$ cat src/rtl/pwm_dec_pkg.sv
package pwm_dec_pkg;
  typedef enum logic {
    MODE_DIRECT = 1'b0,
    MODE_SELECT = 1'b1
  } dec_mode_e;

  typedef enum logic {
    SRC_UNDERFLOW = 1'b0,
    SRC_CTL_EDGE  = 1'b1
  } dec_src_e;

  typedef enum logic {
    EDGE_RISE = 1'b0,
    EDGE_FALL = 1'b1
  } dec_edge_e;
endpackage

$ cat src/rtl/pwm_dec_evt_sel.sv
module pwm_dec_evt_sel
  import pwm_dec_pkg::*;
(
  input  logic clk_i,
  input  logic rst_ni,
  input  logic enable_i,
  input  logic mode_i,
  input  logic src_sel_i,
  input  logic edge_sel_i,
  input  logic carrier_uf_i,
  input  logic reload_ctl_i,
  output logic evt_o
);
  logic ctl_q;
  logic valid_q;
  logic rise, fall, edge_evt;

  // previous sample tracked regardless of enable so enabling never fakes an edge
  always_ff @(posedge clk_i or negedge rst_ni) begin
    if (!rst_ni) begin
      ctl_q   <= 1'b0;
      valid_q <= 1'b0;
    end else begin
      ctl_q   <= reload_ctl_i;
      valid_q <= 1'b1;
    end
  end

  assign rise     = reload_ctl_i & ~ctl_q;
  assign fall     = ~reload_ctl_i & ctl_q;
  assign edge_evt = (dec_edge_e'(edge_sel_i) == EDGE_FALL) ? fall : rise;

  always_comb begin
    evt_o = 1'b0;
    if (enable_i) begin
      if (dec_mode_e'(mode_i) == MODE_DIRECT)             evt_o = carrier_uf_i;
      else if (dec_src_e'(src_sel_i) == SRC_UNDERFLOW)    evt_o = carrier_uf_i;
      else                                                evt_o = edge_evt;
    end
  end

  AST_RISE_EVT: assert property (@(posedge clk_i) disable iff (!rst_ni || !valid_q)
    (enable_i && mode_i && src_sel_i && !edge_sel_i && evt_o)
      |-> (reload_ctl_i && !$past(reload_ctl_i)));

  AST_FALL_EVT: assert property (@(posedge clk_i) disable iff (!rst_ni || !valid_q)
    (enable_i && mode_i && src_sel_i && edge_sel_i && evt_o)
      |-> (!reload_ctl_i && $past(reload_ctl_i)));

  AST_UF_SOURCE: assert property (@(posedge clk_i) disable iff (!rst_ni)
    (evt_o && (!mode_i || !src_sel_i)) |-> carrier_uf_i);
endmodule

$ cat src/rtl/pwm_dec_reload.sv
module pwm_dec_reload #(
  parameter int CNT_W = 8
) (
  input  logic             clk_i,
  input  logic             rst_ni,
  input  logic             wr_en_i,
  input  logic [CNT_W-1:0] wr_data_i,
  output logic [CNT_W-1:0] len_full_o,
  output logic [CNT_W-1:0] len_first_o
);
  localparam logic [CNT_W-1:0] ONE = CNT_W'(1);

  logic [CNT_W-1:0] reload_q;

  always_ff @(posedge clk_i or negedge rst_ni) begin
    if (!rst_ni)      reload_q <= '0;
    else if (wr_en_i) reload_q <= wr_data_i;
  end

  // zero is treated as one; first period is one shorter but never empty
  assign len_full_o  = (reload_q == '0) ? ONE : reload_q;
  assign len_first_o = (len_full_o == ONE) ? ONE : len_full_o - ONE;
endmodule

$ cat src/rtl/pwm_dec_count.sv
module pwm_dec_count #(
  parameter int CNT_W = 8
) (
  input  logic             clk_i,
  input  logic             rst_ni,
  input  logic             enable_i,
  input  logic             evt_i,
  input  logic [CNT_W-1:0] len_full_i,
  input  logic [CNT_W-1:0] len_first_i,
  output logic             irq_o
);
  localparam logic [CNT_W-1:0] ONE = CNT_W'(1);

  logic [CNT_W-1:0] rem_q, rem_d;
  logic             first_q, first_d;
  logic [CNT_W-1:0] start_len;

  assign start_len = first_q ? len_first_i : len_full_i;

  // rem_q == 0 means no period in progress; length is sampled at its first event
  always_comb begin
    rem_d   = rem_q;
    first_d = first_q;
    irq_o   = 1'b0;
    if (!enable_i) begin
      rem_d   = '0;
      first_d = 1'b1;
    end else if (evt_i) begin
      if (rem_q == '0) begin
        if (start_len == ONE) begin
          irq_o   = 1'b1;
          first_d = 1'b0;
        end else begin
          rem_d = start_len - ONE;
        end
      end else begin
        rem_d = rem_q - ONE;
        if (rem_q == ONE) begin
          irq_o   = 1'b1;
          first_d = 1'b0;
        end
      end
    end
  end

  always_ff @(posedge clk_i or negedge rst_ni) begin
    if (!rst_ni) begin
      rem_q   <= '0;
      first_q <= 1'b1;
    end else begin
      rem_q   <= rem_d;
      first_q <= first_d;
    end
  end

  AST_IRQ_NEEDS_EVT: assert property (@(posedge clk_i) disable iff (!rst_ni)
    irq_o |-> (evt_i && enable_i));

  AST_DISABLE_CLEARS: assert property (@(posedge clk_i) disable iff (!rst_ni)
    !enable_i |=> (rem_q == '0 && first_q));

  AST_IRQ_ENDS_FIRST: assert property (@(posedge clk_i) disable iff (!rst_ni)
    irq_o |=> !first_q);

  AST_PRELOAD_HOLD: assert property (@(posedge clk_i) disable iff (!rst_ni)
    (enable_i && !evt_i) |=> $stable(rem_q));
endmodule

$ cat src/rtl/pwm_irq_decimator.sv
module pwm_irq_decimator #(
  parameter int CNT_W = 8
) (
  input  logic             clk_i,
  input  logic             rst_ni,
  input  logic             enable_i,
  input  logic             mode_i,
  input  logic             src_sel_i,
  input  logic             edge_sel_i,
  input  logic             carrier_uf_i,
  input  logic             reload_ctl_i,
  input  logic             wr_en_i,
  input  logic [CNT_W-1:0] wr_data_i,
  output logic             irq_o
);
  logic             evt;
  logic [CNT_W-1:0] len_full, len_first;

  pwm_dec_evt_sel u_evt (
    .clk_i        (clk_i),
    .rst_ni       (rst_ni),
    .enable_i     (enable_i),
    .mode_i       (mode_i),
    .src_sel_i    (src_sel_i),
    .edge_sel_i   (edge_sel_i),
    .carrier_uf_i (carrier_uf_i),
    .reload_ctl_i (reload_ctl_i),
    .evt_o        (evt)
  );

  pwm_dec_reload #(.CNT_W(CNT_W)) u_reload (
    .clk_i       (clk_i),
    .rst_ni      (rst_ni),
    .wr_en_i     (wr_en_i),
    .wr_data_i   (wr_data_i),
    .len_full_o  (len_full),
    .len_first_o (len_first)
  );

  pwm_dec_count #(.CNT_W(CNT_W)) u_count (
    .clk_i       (clk_i),
    .rst_ni      (rst_ni),
    .enable_i    (enable_i),
    .evt_i       (evt),
    .len_full_i  (len_full),
    .len_first_i (len_first),
    .irq_o       (irq_o)
  );

  AST_OFF_SILENT: assert property (@(posedge clk_i) disable iff (!rst_ni)
    !enable_i |-> !irq_o);

  AST_MODE0_UF: assert property (@(posedge clk_i) disable iff (!rst_ni)
    (irq_o && !mode_i) |-> carrier_uf_i);
endmodule

$ cat config.mk
export PLATFORM = sky130hd
export DESIGN_NAME = pwm_irq_decimator
export DESIGN_NICKNAME = d
export VERILOG_FILES = /design/src/rtl/pwm_dec_pkg.sv /design/src/rtl/pwm_dec_evt_sel.sv /design/src/rtl/pwm_dec_reload.sv /design/src/rtl/pwm_dec_count.sv /design/src/rtl/pwm_irq_decimator.sv
export SDC_FILE = /design/constraint.sdc
export NUM_CORES = 1
export LEC_CHECK = 0
export CAP_MARGIN = 0
export CORE_MARGIN = 5
export CORE_UTILIZATION = 46
export DETAILED_ROUTE_END_ITERATION = 10
export DONT_BUFFER_PORTS = 1
export GPL_ROUTABILITY_DRIVEN = 0
export HOLD_SLACK_MARGIN = 0.12
export PLACE_DENSITY = 0.68
export SLEW_MARGIN = 10
export SYNTH_ARGS = -nofsm -noshare
export SYNTH_HDL_FRONTEND = slang
export SYNTH_SLANG_ARGS = --single-unit
export TNS_END_PERCENT = 10
$ cat constraint.sdc
create_clock -name clk_i -period 6.2 [get_ports clk_i]
set_input_delay 0.31 -clock clk_i [delete_from_list [all_inputs] [get_ports clk_i]]
set_output_delay 0.31 -clock clk_i [all_outputs]
set_load 0.01 [all_outputs]
==> impl_metrics.env <==
export IMPL_outcome="finished clean"
export IMPL_fp_dieH_um=66.3
export IMPL_syn_nets=189
export IMPL_setup_tns_ps=0
export IMPL_skew_ps=9.39
export IMPL_rr_startpoint="u_reload.reload_q[4]"
export IMPL_grt_pass1_vias=1340
export IMPL_cts_buffers=3
export IMPL_synthArstFlopShare_pct=100
export IMPL_wl_per_cell_um=17.3
export IMPL_grt_max_degree=19
export IMPL_cts_setup_buffers=0
export IMPL_critPathMaxStageDelay_ps=490
export IMPL_synth_seq_cells=18
export IMPL_core_sq_um=3050
export IMPL_yosysWarnings=0
export IMPL_crit_buf_inv=1
export IMPL_crit_path_cell_trace="nor4_2 > a21oi_1 > inv_1 > ha_1 > or3b_2 > o211ai_1 > o211a_1 > ha_1 > and3_1 > a41oi_1 > nor3_1"
export IMPL_io_pins=18
export IMPL_worst_pin_slew_ps=831
export IMPL_rrSetupSlack_ps=2600
export IMPL_p_total_uw=418
export IMPL_yosys_cell_types_count=55
export IMPL_die_width_um=66.3
export IMPL_worstSetupPathType="register to output port"
export IMPL_ctsResizeCount=0
export IMPL_most_common_layout_cells="17 x dfrtp_1, 13 x nor2_1, 13 x nand2_1"
export IMPL_hold_viol=0
export IMPL_setup_worst_path_start="u_reload.reload_q[4]"
export IMPL_grt_pass1_wl_um=6220
export IMPL_synth_seq_area_share_pct=31.0
export IMPL_leakagePower_uw=0.000638
export IMPL_vias=1325
export IMPL_via_per_inst=6.22
export IMPL_drc=0
export IMPL_worst_path_stages=11
export IMPL_required_ps=5890
export IMPL_cts_hold_buffers=6
export IMPL_synth_area_top_cells="dfrtp_1 29%, ha_1 6.0%, mux2_2 5.4%"
export IMPL_reg2regPathDepth=12
export IMPL_layout_cells_most_common="dfrtp_1"
export IMPL_hpwlAfterDp_um=2720
export IMPL_initial_core_util_pct=47.7
export IMPL_rsz0062_at_grt="no"
export IMPL_drive_gt1_share_pct=12.4
export IMPL_max_slew_margin_pct=44.4
export IMPL_period_share_pct=63.5
export IMPL_postSynthAreaPerCell_sq_um=8.83
export IMPL_grt_usage_pct=18.2
export IMPL_setup_viol=0
export IMPL_synth_edf_count=0
export IMPL_synth_top_area_share_pct=29.2
export IMPL_min_to="u_reload.reload_q[0]"
export IMPL_clk_pin_slew_ps=100
export IMPL_gr_total_overflow=0
export IMPL_cts_tree="yes"
export IMPL_clockBufferDepth=2
export IMPL_synthCells=165
export IMPL_numPortBuffers=0
export IMPL_cts_num_sinks=18
export IMPL_area_growth_pct=7.82
export IMPL_period_minus_slack_ps=3930
export IMPL_ir_worst_vdd_v=0.000170
export IMPL_crit_top_cell="ha_1"
export IMPL_whs_ps=152
export IMPL_cts_root_buffer="clkbuf_4"
export IMPL_htreeDepth=1
export IMPL_cp_max_fo=9
export IMPL_drt_first_pass_iters=4
export IMPL_syn_area_sq_um=1460
export IMPL_rows=20
export IMPL_endpoint_kind="output port"
export IMPL_ant_nets=0
export IMPL_synth_top_area_cell="dfrtp_1"
export IMPL_drtIter0Drc=105
export IMPL_maxCapViolations=0
export IMPL_clock_latency_ps=310
export IMPL_arrival_ps=3620
export IMPL_ys_flop_type="dfrtp_1"
export IMPL_hold_class="primary input to register"
export IMPL_critical_path_top_delay_family="simple AND/OR/NAND/NOR gates"
export IMPL_clock_fmax_mhz=254
export IMPL_fin_nets=194
export IMPL_diodes=0
export IMPL_p_per_area_nw_per_um2=266
export IMPL_crit_path_top_delay_cell="dfrtp_1"
export IMPL_r2r_end="u_count.rem_q[4]"
export IMPL_routed_wl_um=3680
export IMPL_drv_slew=0
export IMPL_antenna_found_initial=0
export IMPL_start_kind="register"
export IMPL_whs_path_depth=1
export IMPL_die_area_sq_um=4390
export IMPL_min_from="wr_data_i[0]"
metrics by stage:
stage	utilization, %	setup WS, ps	std cells	cell area, sq um
after CTS	51.4	2260	213	1570
final	51.4	2270	213	1570
after global routing	51.4	1930	213	1570
after global placement	48.6	2780	203	1480
after floorplan	-	2870	165	1460
after detailed placement	48.6	2620	203	1480
logic make-up after synthesis:
family	after synthesis	synth area share (%)
adders and majority gates	7	6.01
buffers and inverters	17	4.98
and+or+nand+nor	66	27.2
muxes	8	6.10
AOI/OAI and AO/OA	46	22.9
xor gates and xnor gates	3	1.80
DFF	18	31.0
cell usage after synthesis (2+ instances only):
master     n
and4_4     2
nor4_1     4
xor2_1     3
a211oi_1   4
or3b_2     3
ha_1       7
dfrtp_1   17
o21ai_0    8
nand2_1   13
o211ai_1   3
nor4bb_1   2
mux2_2     7
o31ai_1    2
clkbuf_1   4
o311ai_1   2
or3_1      5
nor2_1    13
a21oi_1    8
o221a_1    2
or4_4      2
nor3_1     7
or4_1      2
a31oi_1    2
nand3_1    2
inv_1     10
o41ai_1    2
worst max-delay path by stage:
stage               endpoint  slack, ps
global placement       irq_o       2780
CTS                    irq_o       2260
finish                 irq_o       2270
floorplan              irq_o       2870
detailed placement     irq_o       2620
global route           irq_o       1930
final cells by class:
type	count	area, sq um
fillers	307	1480
multi-input cells	130	932
flip-flops and latches	18	452
repair buffers	7	67.6
well taps	44	55.1
inverters	10	37.5
clock buffers	4	26.3
flip-flops by register name (all words and copies together), names as in the netlist:
signal / count
u_count.first_q: 1
u_count.rem_q: 8
u_evt.ctl_q: 1
u_reload.reload_q: 8
layer usage:
layer	global-route usage [%]	wire, um
met5	0	0
met4	6.09	55
met3	6.12	214
met2	32.0	1840
met1	20.4	1570
worst register-to-register path, stage by stage (launching register included):
cell,delay [ps]
dfrtp_1,490
nor4_2,470
a21oi_1,160
inv_1,110
ha_1,170
or3b_2,470
o211ai_1,170
o211a_1,320
ha_1,180
and3_1,200
nand3_1,140
o21ai_1,440
o221a_1,250
power breakdown:
group | total, uW | switching (uW) | internal (uW)
Combinational | 196 | 114 | 82.3
Sequential | 157 | 22.1 | 135
Clock | 65.5 | 40.4 | 25.1
Total | 418 | 176 | 243
No activity file was read; power rests on OpenSTA's default activity.
